### config.mk
export PLATFORM = sky130hd
export DESIGN_NAME = rs_pool
export DESIGN_NICKNAME = d
export VERILOG_FILES = /design/src/rtl/rs_pkg.sv /design/src/rtl/rs_operand.sv /design/src/rtl/rs_lowest_free.sv /design/src/rtl/rs_dispatch_sel.sv /design/src/rtl/rs_pool.sv
export SDC_FILE = /design/constraint.sdc
export NUM_CORES = 1
export LEC_CHECK = 0
export ABC_CLOCK_PERIOD_IN_PS = 10000
export BUFFER_PORTS_ARGS = -buffer_cell sky130_fd_sc_hd__buf_4
export CELL_PAD_IN_SITES_DETAIL_PLACEMENT = 1
export CELL_PAD_IN_SITES_GLOBAL_PLACEMENT = 1
export CORE_MARGIN = 1
export CORE_UTILIZATION = 49
export DETAILED_ROUTE_END_ITERATION = 8
export GPL_TIMING_DRIVEN = 0
export PLACE_DENSITY = 0.94
export SYNTH_ARGS = -nofsm -noshare
export SYNTH_HDL_FRONTEND = slang
export SYNTH_SLANG_ARGS = --single-unit
### constraint.sdc
create_clock -name clk -period 10 [get_ports clk]
set_clock_uncertainty 0.2 [all_clocks]
set_input_delay 3 -clock clk [delete_from_list [all_inputs] [get_ports clk]]
set_output_delay 3 -clock clk [all_outputs]
set_load 0.02 [all_outputs]
### src/rtl/rs_pkg.sv
`timescale 1ns/1ps
package rs_pkg;

    typedef enum logic [2:0] {
        ST_FREE  = 3'd0,
        ST_WAIT  = 3'd1,
        ST_READY = 3'd2,
        ST_EXEC  = 3'd3,
        ST_DONE  = 3'd4
    } rs_state_e;

endpackage

### src/rtl/rs_operand.sv
`timescale 1ns/1ps
// Next-value logic for one operand slot: a pending tag is replaced by
// the broadcast data when the bus carries the same tag.
module rs_operand #(
    parameter int DATA_W = 32,
    parameter int TAG_W  = 4
) (
    input  logic [TAG_W-1:0]  cur_tag,
    input  logic [DATA_W-1:0] cur_val,
    input  logic              bus_valid,
    input  logic [TAG_W-1:0]  bus_tag,
    input  logic [DATA_W-1:0] bus_data,
    output logic [TAG_W-1:0]  nxt_tag,
    output logic [DATA_W-1:0] nxt_val
);
    logic hit;

    always_comb begin
        hit     = bus_valid && (cur_tag != '0) && (bus_tag == cur_tag);
        nxt_tag = hit ? '0 : cur_tag;
        nxt_val = hit ? bus_data : cur_val;
    end
endmodule

### src/rtl/rs_lowest_free.sv
`timescale 1ns/1ps
// Priority encoder: lowest set bit of a vector.
module rs_lowest_free #(
    parameter int N     = 4,
    parameter int IDX_W = (N > 1) ? $clog2(N) : 1
) (
    input  logic [N-1:0]     vec,
    output logic             found,
    output logic [IDX_W-1:0] idx
);
    always_comb begin
        found = 1'b0;
        idx   = '0;
        for (int i = N - 1; i >= 0; i--) begin
            if (vec[i]) begin
                found = 1'b1;
                idx   = IDX_W'(i);
            end
        end
    end
endmodule

### src/rtl/rs_dispatch_sel.sv
`timescale 1ns/1ps
// Picks one requesting slot per cycle. OLDEST=1 keeps an age matrix
// updated on allocation; OLDEST=0 uses a fixed lowest-index priority.
module rs_dispatch_sel #(
    parameter int N      = 4,
    parameter bit OLDEST = 1'b1
) (
    input  logic         clk,
    input  logic         rst_n,
    input  logic [N-1:0] alloc_oh,
    input  logic [N-1:0] req,
    output logic [N-1:0] grant
);
    generate
        if (OLDEST) begin : g_age
            // older_q[i][j] set: slot i was allocated before slot j
            logic [N-1:0][N-1:0] older_d, older_q;

            always_comb begin
                older_d = older_q;
                for (int k = 0; k < N; k++) begin
                    if (alloc_oh[k]) begin
                        for (int j = 0; j < N; j++) begin
                            if (j != k) begin
                                older_d[j][k] = 1'b1;
                                older_d[k][j] = 1'b0;
                            end
                        end
                    end
                end
            end

            always_ff @(posedge clk) begin
                if (!rst_n) older_q <= '0;
                else        older_q <= older_d;
            end

            always_comb begin
                for (int i = 0; i < N; i++) begin
                    grant[i] = req[i];
                    for (int j = 0; j < N; j++) begin
                        if (j != i && req[j] && older_q[j][i]) grant[i] = 1'b0;
                    end
                end
            end
        end else begin : g_fixed
            logic unused_sel;
            assign unused_sel = ^{clk, rst_n, alloc_oh};

            always_comb begin
                grant = '0;
                for (int i = N - 1; i >= 0; i--) begin
                    if (req[i]) grant = N'(1) << i;
                end
            end
        end
    endgenerate
endmodule

### src/rtl/rs_pool.sv
`timescale 1ns/1ps
module rs_pool #(
    parameter int N       = 4,
    parameter int DATA_W  = 32,
    parameter int OP_W    = 4,
    parameter int TYPE_W  = 2,
    parameter int UNIT_ID = 1,
    parameter bit OLDEST  = 1'b1,
    localparam int IDX_W  = (N > 1) ? $clog2(N) : 1,
    localparam int TAG_W  = TYPE_W + IDX_W
) (
    input  logic              clk,
    input  logic              rst_n,
    input  logic              iss_valid,
    input  logic [OP_W-1:0]   iss_op,
    input  logic [TAG_W-1:0]  iss_a_tag,
    input  logic [DATA_W-1:0] iss_a_val,
    input  logic [TAG_W-1:0]  iss_b_tag,
    input  logic [DATA_W-1:0] iss_b_val,
    output logic              iss_stall,
    output logic [TAG_W-1:0]  iss_tag,
    input  logic              bus_valid,
    input  logic [TAG_W-1:0]  bus_tag,
    input  logic [DATA_W-1:0] bus_data,
    input  logic              fu_busy,
    input  logic              fu_done,
    input  logic [TAG_W-1:0]  fu_done_tag,
    output logic              disp_valid,
    output logic [OP_W-1:0]   disp_op,
    output logic [DATA_W-1:0] disp_a,
    output logic [DATA_W-1:0] disp_b,
    output logic [TAG_W-1:0]  disp_tag
);
    import rs_pkg::*;

    typedef struct packed {
        rs_state_e         st;
        logic [OP_W-1:0]   op;
        logic [TAG_W-1:0]  a_tag;
        logic [DATA_W-1:0] a_val;
        logic [TAG_W-1:0]  b_tag;
        logic [DATA_W-1:0] b_val;
    } entry_t;

    function automatic logic [TAG_W-1:0] own_tag(input int i);
        own_tag = {TYPE_W'(UNIT_ID), IDX_W'(i)};
    endfunction

    entry_t ent_d [N];
    entry_t ent_q [N];

    logic [N-1:0]      free_vec, ready_vec, exec_vec, req_vec, grant_vec, alloc_oh;
    logic              free_found, iss_accept;
    logic [IDX_W-1:0]  free_idx;

    logic [TAG_W-1:0]  wa_tag [N];
    logic [DATA_W-1:0] wa_val [N];
    logic [TAG_W-1:0]  wb_tag [N];
    logic [DATA_W-1:0] wb_val [N];
    logic [TAG_W-1:0]  ia_tag, ib_tag;
    logic [DATA_W-1:0] ia_val, ib_val;

    // Per-slot wakeup logic
    generate
        for (genvar g = 0; g < N; g++) begin : g_slot
            rs_operand #(.DATA_W(DATA_W), .TAG_W(TAG_W)) u_opa (
                .cur_tag(ent_q[g].a_tag), .cur_val(ent_q[g].a_val),
                .bus_valid(bus_valid), .bus_tag(bus_tag), .bus_data(bus_data),
                .nxt_tag(wa_tag[g]), .nxt_val(wa_val[g])
            );
            rs_operand #(.DATA_W(DATA_W), .TAG_W(TAG_W)) u_opb (
                .cur_tag(ent_q[g].b_tag), .cur_val(ent_q[g].b_val),
                .bus_valid(bus_valid), .bus_tag(bus_tag), .bus_data(bus_data),
                .nxt_tag(wb_tag[g]), .nxt_val(wb_val[g])
            );
            assign free_vec[g]  = (ent_q[g].st == ST_FREE);
            assign ready_vec[g] = (ent_q[g].st == ST_READY);
            assign exec_vec[g]  = (ent_q[g].st == ST_EXEC);
            assign req_vec[g]   = ready_vec[g] && !fu_busy;
        end
    endgenerate

    // Same-cycle capture for operands arriving on the issue port
    rs_operand #(.DATA_W(DATA_W), .TAG_W(TAG_W)) u_iss_a (
        .cur_tag(iss_a_tag), .cur_val(iss_a_val),
        .bus_valid(bus_valid), .bus_tag(bus_tag), .bus_data(bus_data),
        .nxt_tag(ia_tag), .nxt_val(ia_val)
    );
    rs_operand #(.DATA_W(DATA_W), .TAG_W(TAG_W)) u_iss_b (
        .cur_tag(iss_b_tag), .cur_val(iss_b_val),
        .bus_valid(bus_valid), .bus_tag(bus_tag), .bus_data(bus_data),
        .nxt_tag(ib_tag), .nxt_val(ib_val)
    );

    rs_lowest_free #(.N(N), .IDX_W(IDX_W)) u_free (
        .vec(free_vec), .found(free_found), .idx(free_idx)
    );

    rs_dispatch_sel #(.N(N), .OLDEST(OLDEST)) u_sel (
        .clk(clk), .rst_n(rst_n), .alloc_oh(alloc_oh),
        .req(req_vec), .grant(grant_vec)
    );

    always_comb begin
        iss_stall  = !free_found;
        iss_accept = iss_valid && free_found;
        iss_tag    = own_tag(int'(free_idx));
        alloc_oh   = iss_accept ? (N'(1) << free_idx) : '0;
    end

    // Next state of every slot
    always_comb begin
        for (int i = 0; i < N; i++) begin
            ent_d[i] = ent_q[i];
            case (ent_q[i].st)
                ST_WAIT: begin
                    ent_d[i].a_tag = wa_tag[i];
                    ent_d[i].a_val = wa_val[i];
                    ent_d[i].b_tag = wb_tag[i];
                    ent_d[i].b_val = wb_val[i];
                    if (wa_tag[i] == '0 && wb_tag[i] == '0) ent_d[i].st = ST_READY;
                end
                ST_READY: if (grant_vec[i]) ent_d[i].st = ST_EXEC;
                ST_EXEC:  if (fu_done && fu_done_tag == own_tag(i)) ent_d[i].st = ST_DONE;
                ST_DONE:  if (bus_valid && bus_tag == own_tag(i)) ent_d[i].st = ST_FREE;
                default:  ;
            endcase
            if (alloc_oh[i]) begin
                ent_d[i].st    = (ia_tag == '0 && ib_tag == '0) ? ST_READY : ST_WAIT;
                ent_d[i].op    = iss_op;
                ent_d[i].a_tag = ia_tag;
                ent_d[i].a_val = ia_val;
                ent_d[i].b_tag = ib_tag;
                ent_d[i].b_val = ib_val;
            end
        end
    end

    always_ff @(posedge clk) begin
        for (int i = 0; i < N; i++) begin
            if (!rst_n) begin
                ent_q[i] <= '{st: ST_FREE, default: '0};
            end else begin
                ent_q[i] <= ent_d[i];
            end
        end
    end

    // Dispatch port: OR of the granted slot's fields
    always_comb begin
        disp_valid = |grant_vec;
        disp_op    = '0;
        disp_a     = '0;
        disp_b     = '0;
        disp_tag   = '0;
        for (int i = 0; i < N; i++) begin
            if (grant_vec[i]) begin
                disp_op  = disp_op  | ent_q[i].op;
                disp_a   = disp_a   | ent_q[i].a_val;
                disp_b   = disp_b   | ent_q[i].b_val;
                disp_tag = disp_tag | own_tag(i);
            end
        end
    end
endmodule

# After elaboration in Yosys (flattened, before gate mapping)
# Memories as Yosys holds them, arrays and structs flattened.
# Cells that the tools add are included.
[word_totals]
reg_bits = 12
ramBits = 316
output_inout_bits = 78
word_cells = 249
mem_count = 1
[classes]
n_eq_ne = 34
n_shift = 1
mux = 101
bitwise = 14
n_reduce_logical = 86
[mem_list]
columns = ["name", "words", "word_bits", "read_ports", "rd_clocked_by_memory_dff", "write_ports", "line_no", "text"]
rows = [
  ["ent_q", 4, 79, 4, 0, 4, "rs_pool.sv:50", "entry_t ent_q [N];"],
]
[op_table]
columns = ["operator", "count"]
rows = [
  ["79-bit two-way mux", 8],
  ["32-bit two-way mux", 18],
  ["72-bit two-way mux", 4],
  ["32-bit bitwise OR", 6],
  ["3-bit two-way mux", 21],
  ["4-bit two-way mux", 15],
  ["1-bit logical AND", 50],
  ["3-bit one-hot mux with 4 select lines", 4],
  ["4-bit == test", 10],
  ["4-bit logical NOT", 10],
  ["4-bit nonzero test", 10],
  ["4-bit by 3-bit == test with 1-bit output, second input constant", 8],
  ["1-bit two-way mux", 25],
  ["3-bit by 2-bit == test with 1-bit output, second input constant", 8],
  ["3-bit by 1-bit == test with 1-bit output, second input constant", 4],
  ["3-bit == test, second input constant", 4],
  ["3-bit logical NOT", 4],
  ["2-bit two-way mux", 6],
  ["4-bit bitwise OR", 3],
  ["2-bit nonzero test", 6],
  ["2-bit OR reduction", 3],
  ["1-bit bitwise OR", 4],
  ["4-bit OR reduction", 1],
  ["1-bit by 2-bit left shift with 4-bit output, first input constant", 1],
  ["2 further kinds", 3],
]

# Depth between registers and ports, before layout
# An unclocked memory read counts as a cell.
[depth]
ltp_word = 14
ltp_mapped = 10
depth_no_buf = 5

# Hierarchy
# From an unflattened synthesis, not the netlist that was laid out.
[unflattened]
hier_cells = 2290
area_unflattened_um2 = 22016.1
[by_module_without_submodules]
columns = ["module", "n_inst", "cells_per_inst", "area_per_inst_um2", "seq_area_each_um2"]
rows = [
  ["rs_pool", 1, 1742, 16459.5, 6326.1],
  ["rs_operand", 10, 49, 505.5, 0.0],
  ["rs_dispatch_sel", 1, 51, 466.7, 240.2],
  ["rs_lowest_free", 1, 7, 35.0, 0.0],
]

# Least setup slack after synthesis
# OpenSTA, ideal clock, no wires.
[synth_path]
path_kind = "input-to-output"
start = "input fu_busy"
end = "output disp_b[15]"
arrival_ns = 4.651
required_time_ns = 6.800
slack_ns = 2.149
path_stages = 7
n_path_buf = 2
path_cell_list = "or4b_1 > o21ai_1 > a2111oi_4 > buf_2 > buf_2 > a222oi_1 > nand2_1"
[synth_between]
elab_chain_len = 13
[synth_rtl]
columns = ["element", "line_no", "text"]
rows = [
  ["start: declaration", "rs_pool.sv:25", "input logic fu_busy,"],
  ["1-bit logical NOT (*)", "rs_pool.sv:79", "assign req_vec[g] = ready_vec[g] && !fu_busy;"],
  ["1-bit logical AND", "rs_pool.sv:79", ""],
  ["1-bit logical AND", "rs_dispatch_sel.sv:42", "if (j != i && req[j] && older_q[j][i]) grant[i] = 1'b0;"],
  ["1-bit two-way mux (3 in a row)", "rs_dispatch_sel.sv:42", ""],
  ["32-bit two-way mux", "rs_pool.sv:157", "if (grant_vec[i]) begin"],
  ["32-bit bitwise OR", "rs_pool.sv:160", "disp_b = disp_b | ent_q[i].b_val;"],
  ["32-bit two-way mux", "rs_pool.sv:157", ""],
  ["32-bit bitwise OR", "rs_pool.sv:160", ""],
  ["32-bit two-way mux", "rs_pool.sv:157", ""],
  ["32-bit bitwise OR", "rs_pool.sv:160", ""],
  ["32-bit two-way mux (*)", "rs_pool.sv:157", ""],
  ["end: declaration", "rs_pool.sv:31", "output logic [DATA_W-1:0] disp_b,"],
]
# Mark *: on every way between the ends. The rest lies on a longest branch, timed or not.

# Worst setup path in the final report
[layout_path]
start = "input fu_busy"
end = "output disp_a[24]"
[layout_between]
elab_chain_len = 13
[layout_rtl]
columns = ["element", "line_no", "text"]
rows = [
  ["1-bit logical NOT (*)", "rs_pool.sv:79", ""],
  ["1-bit logical AND", "rs_pool.sv:79", ""],
  ["1-bit logical AND", "rs_dispatch_sel.sv:42", ""],
  ["1-bit two-way mux (3 in a row)", "rs_dispatch_sel.sv:42", ""],
  ["32-bit two-way mux", "rs_pool.sv:157", ""],
  ["32-bit bitwise OR", "rs_pool.sv:159", "disp_a = disp_a | ent_q[i].a_val;"],
  ["32-bit two-way mux", "rs_pool.sv:157", ""],
  ["32-bit bitwise OR", "rs_pool.sv:159", ""],
  ["32-bit two-way mux", "rs_pool.sv:157", ""],
  ["32-bit bitwise OR", "rs_pool.sv:159", ""],
  ["32-bit two-way mux (*)", "rs_pool.sv:157", ""],
  ["end: declaration", "rs_pool.sv:30", "output logic [DATA_W-1:0] disp_a,"],
]
# Marked as above.

==> reports/results.ini <==
[outcome]
status = complete, but fails checks
violations = capacitance limit, slew limit

[timing]
whs_ns = 0.258
fin_crit_ns = 9.87
slew_headroom_pct = -2.45
fin_crit_sh_pct = 98.7
rsz0062_at_grt = false
finalHoldViolCount = 0
maxSlewViolCount = 11
max_freq_mhz = 101
fin_setup_tns_ns = 0
setup_violations = 0
worst_pin_slew_ns = 1.53

[synth]
yosysUniqueCellTypes = 73
ys_ff_latch = 328
post-synth-top-area-fraction_pct = 34.4
synth.avg_cell_area_um2 = 8.45
yosysTopAreaCell = dfxtp_1
synth_edf_count = 0
synthTopCellsByArea = dfxtp_1, o211a_1, nand2_1
synthFlopType = dfxtp_1
syn-cell-area_um2 = 19100
syn_inst = 2256
yosys_warnings = 0
ys_async_sr_fraction_pct = 0
synth-seq-area-share_pct = 34.4

[cts]
cts-resized-gates = 0
cts_tree = done
clk_pin_slew_worst_paths_ns = 0.06
clk_latency_ns = 0.60
cts_made_buffers = 39
clock_path_buffers = 3
postCtsSetupRepairBufs = 0
cts.root.buffer_cell = clkbuf_16
cts.sinks = 328
cts_hold_buf = 0
cts_max_level = 2

[critical_path]
path_class = primary input to output pin
worstPathRequired_ns = 6.80
cp_max_fo = 10
critPathArrivalTime_ns = 6.67
endpoint_kind = output pin
critPathLaunchType = primary input

[grt]
grt_first_pass_wirelength_mm = 145
grt_start_max_net_pins = 13
grt_use_total_pct = 49.3
grt_overflow = 0
grt_pass1_vias = 22900
antenna_found_initial = 3

[placement]
io_buffers = 192
gp_congestion = 0.991
dp_hpwl_mm = 68.5
placement.cell_area_um2 = 21200

[die]
die_area_um2 = 39700
start_util_pct = 50.3
die_h_um = 199
row_count = 71
ios = 200
core_um2 = 37900
die_x_um = 199

[cells_and_area]
final_area_um2 = 22400
final_nets = 2612
drive_gt1_share_pct = 16.4
post-route-util_pct = 59.1
fillers = 4579
syn2layout_area_growth_pct = 17.5

[detailed_routing]
route.vias.total = 22800
dr.pass1.iters = 7
initialDrtViolationCount = 3710
wl_per_cell_um = 32.6
ant_nets = 0
remaining_drc_errors = 0
vias_per_cell = 7.53
wl_mm = 98.7

[power_and_ir_drop]
seqPwrFrac_pct = 31.7
power.density_nw_per_um2 = 253
switching_share_pct = 42.7
p_switching_mw = 2.42
internal-power_mw = 3.24
p_leak_nw = 9.71
p_clk_share_pct = 26.0
p_comb_share_pct = 42.3
peakVddDrop_v = 0.000153

[worst_hold_path]
hold_path.class = flip-flop to flip-flop

[run]
drv_cap = 1

-- logic make-up after synthesis --
kind of cell / after synthesis / synth area share (%)
compound gates: 838 / 36.3
xor+xnor: 33 / 1.52
buf+inv: 307 / 6.78
flops: 328 / 34.4
mux: 87 / 4.92
other cells: 2 / 0.0394
simple gates: 661 / 16.0
-- metrics by stage --
stage                     total power, mW  worst slack, ns  std cells
after floorplan                      3.20             2.15       2257
after global placement               3.91            0.548       2960
after detailed placement             4.03            0.576       2960
after CTS                            5.50            0.556       3029
after global routing                 5.80            0.377       3029
final                                5.67            0.133       3031
-- area by class of cell --
cell class	count	area, um^2	area share [%]
Antenna cell	2	5.00	0.0223
Buffer	266	1140	5.08
Clock buffer	61	1160	5.17
Clock inverter	8	93.8	0.419
Inverter	41	154	0.687
Multi-Input combinational cell	1622	11200	50.0
Sequential cell	328	6570	29.3
Tap cell	511	639	2.85
Timing Repair Buffer	192	1440	6.43
-- synthesized netlist by cell type (52+ instances only) --
library cell / n
o211a_1: 162
o21ai_0: 85
nand2_1: 327
a21oi_1: 84
o41ai_1: 96
clkbuf_1: 197
o211ai_1: 85
dfxtp_1: 328
mux2_2: 52
nand3_1: 173
a222oi_1: 68
-- routing by layer --
metal / track usage (%) / share of wire [%] / up-vias
li1: - / - / 9204
met1: 60.2 / 36 / 11000
met2: 73.3 / 42 / 2035
met3: 14.2 / 13 / 554
met4: 37.5 / 8.7 / 0
met5: 0 / 0 / -
-- power groups by stage --
stage	registers (mW)	logic, mW	clock network (mW)
after floorplan	1.75	1.45	0
after global placement	1.78	2.13	0
after detailed placement	1.80	2.23	0
after CTS	1.78	2.27	1.45
after global routing	1.82	2.48	1.51
final	1.80	2.40	1.47
-- flip-flops by register name (all words and copies together), names as in the netlist --
register,flops
u_sel.g_age.older_q,12
ent_q,316
-- layout by cell type, fill, tap and decap left out, types with 49 or more instances in the layout --
| cell type | count |
|---|---|
| a21oi_1 | 84 |
| a222oi_1 | 68 |
| buf_2 | 49 |
| buf_4 | 197 |
| clkbuf_1 | 209 |
| dfxtp_1 | 328 |
| mux2_2 | 52 |
| nand2_1 | 327 |
| nand3_1 | 173 |
| nor2_1 | 49 |
| o211a_1 | 162 |
| o211ai_1 | 85 |
| o21ai_0 | 85 |
| o41ai_1 | 96 |
-- path summary, 6_finish.rpt --
kind,from,to,slack [ns],cells past startpoint
worst max-delay path,fu_busy,disp_a[24],0.13,8
worst min-delay path,ent_q[3][73]$_SDFFE_PN0N_,ent_q[3][73]$_SDFFE_PN0N_,0.26,2
worst max register to register,ent_q[3][78]$_SDFFE_PP0P_,ent_q[3][31]$_SDFFE_PN0P_,6.39,7
worst min register to register,ent_q[3][73]$_SDFFE_PN0N_,ent_q[3][73]$_SDFFE_PN0N_,0.26,2
-- worst max-delay path: stages --
cell	delay, ns
buf_4	0.13
nor4b_1	0.65
o21ai_0	0.24
a221oi_2	1.10
clkbuf_1	0.91
a222oi_1	0.26
nand2_1	0.21
buf_4	0.16
Power figures use the tool's default switching activity.
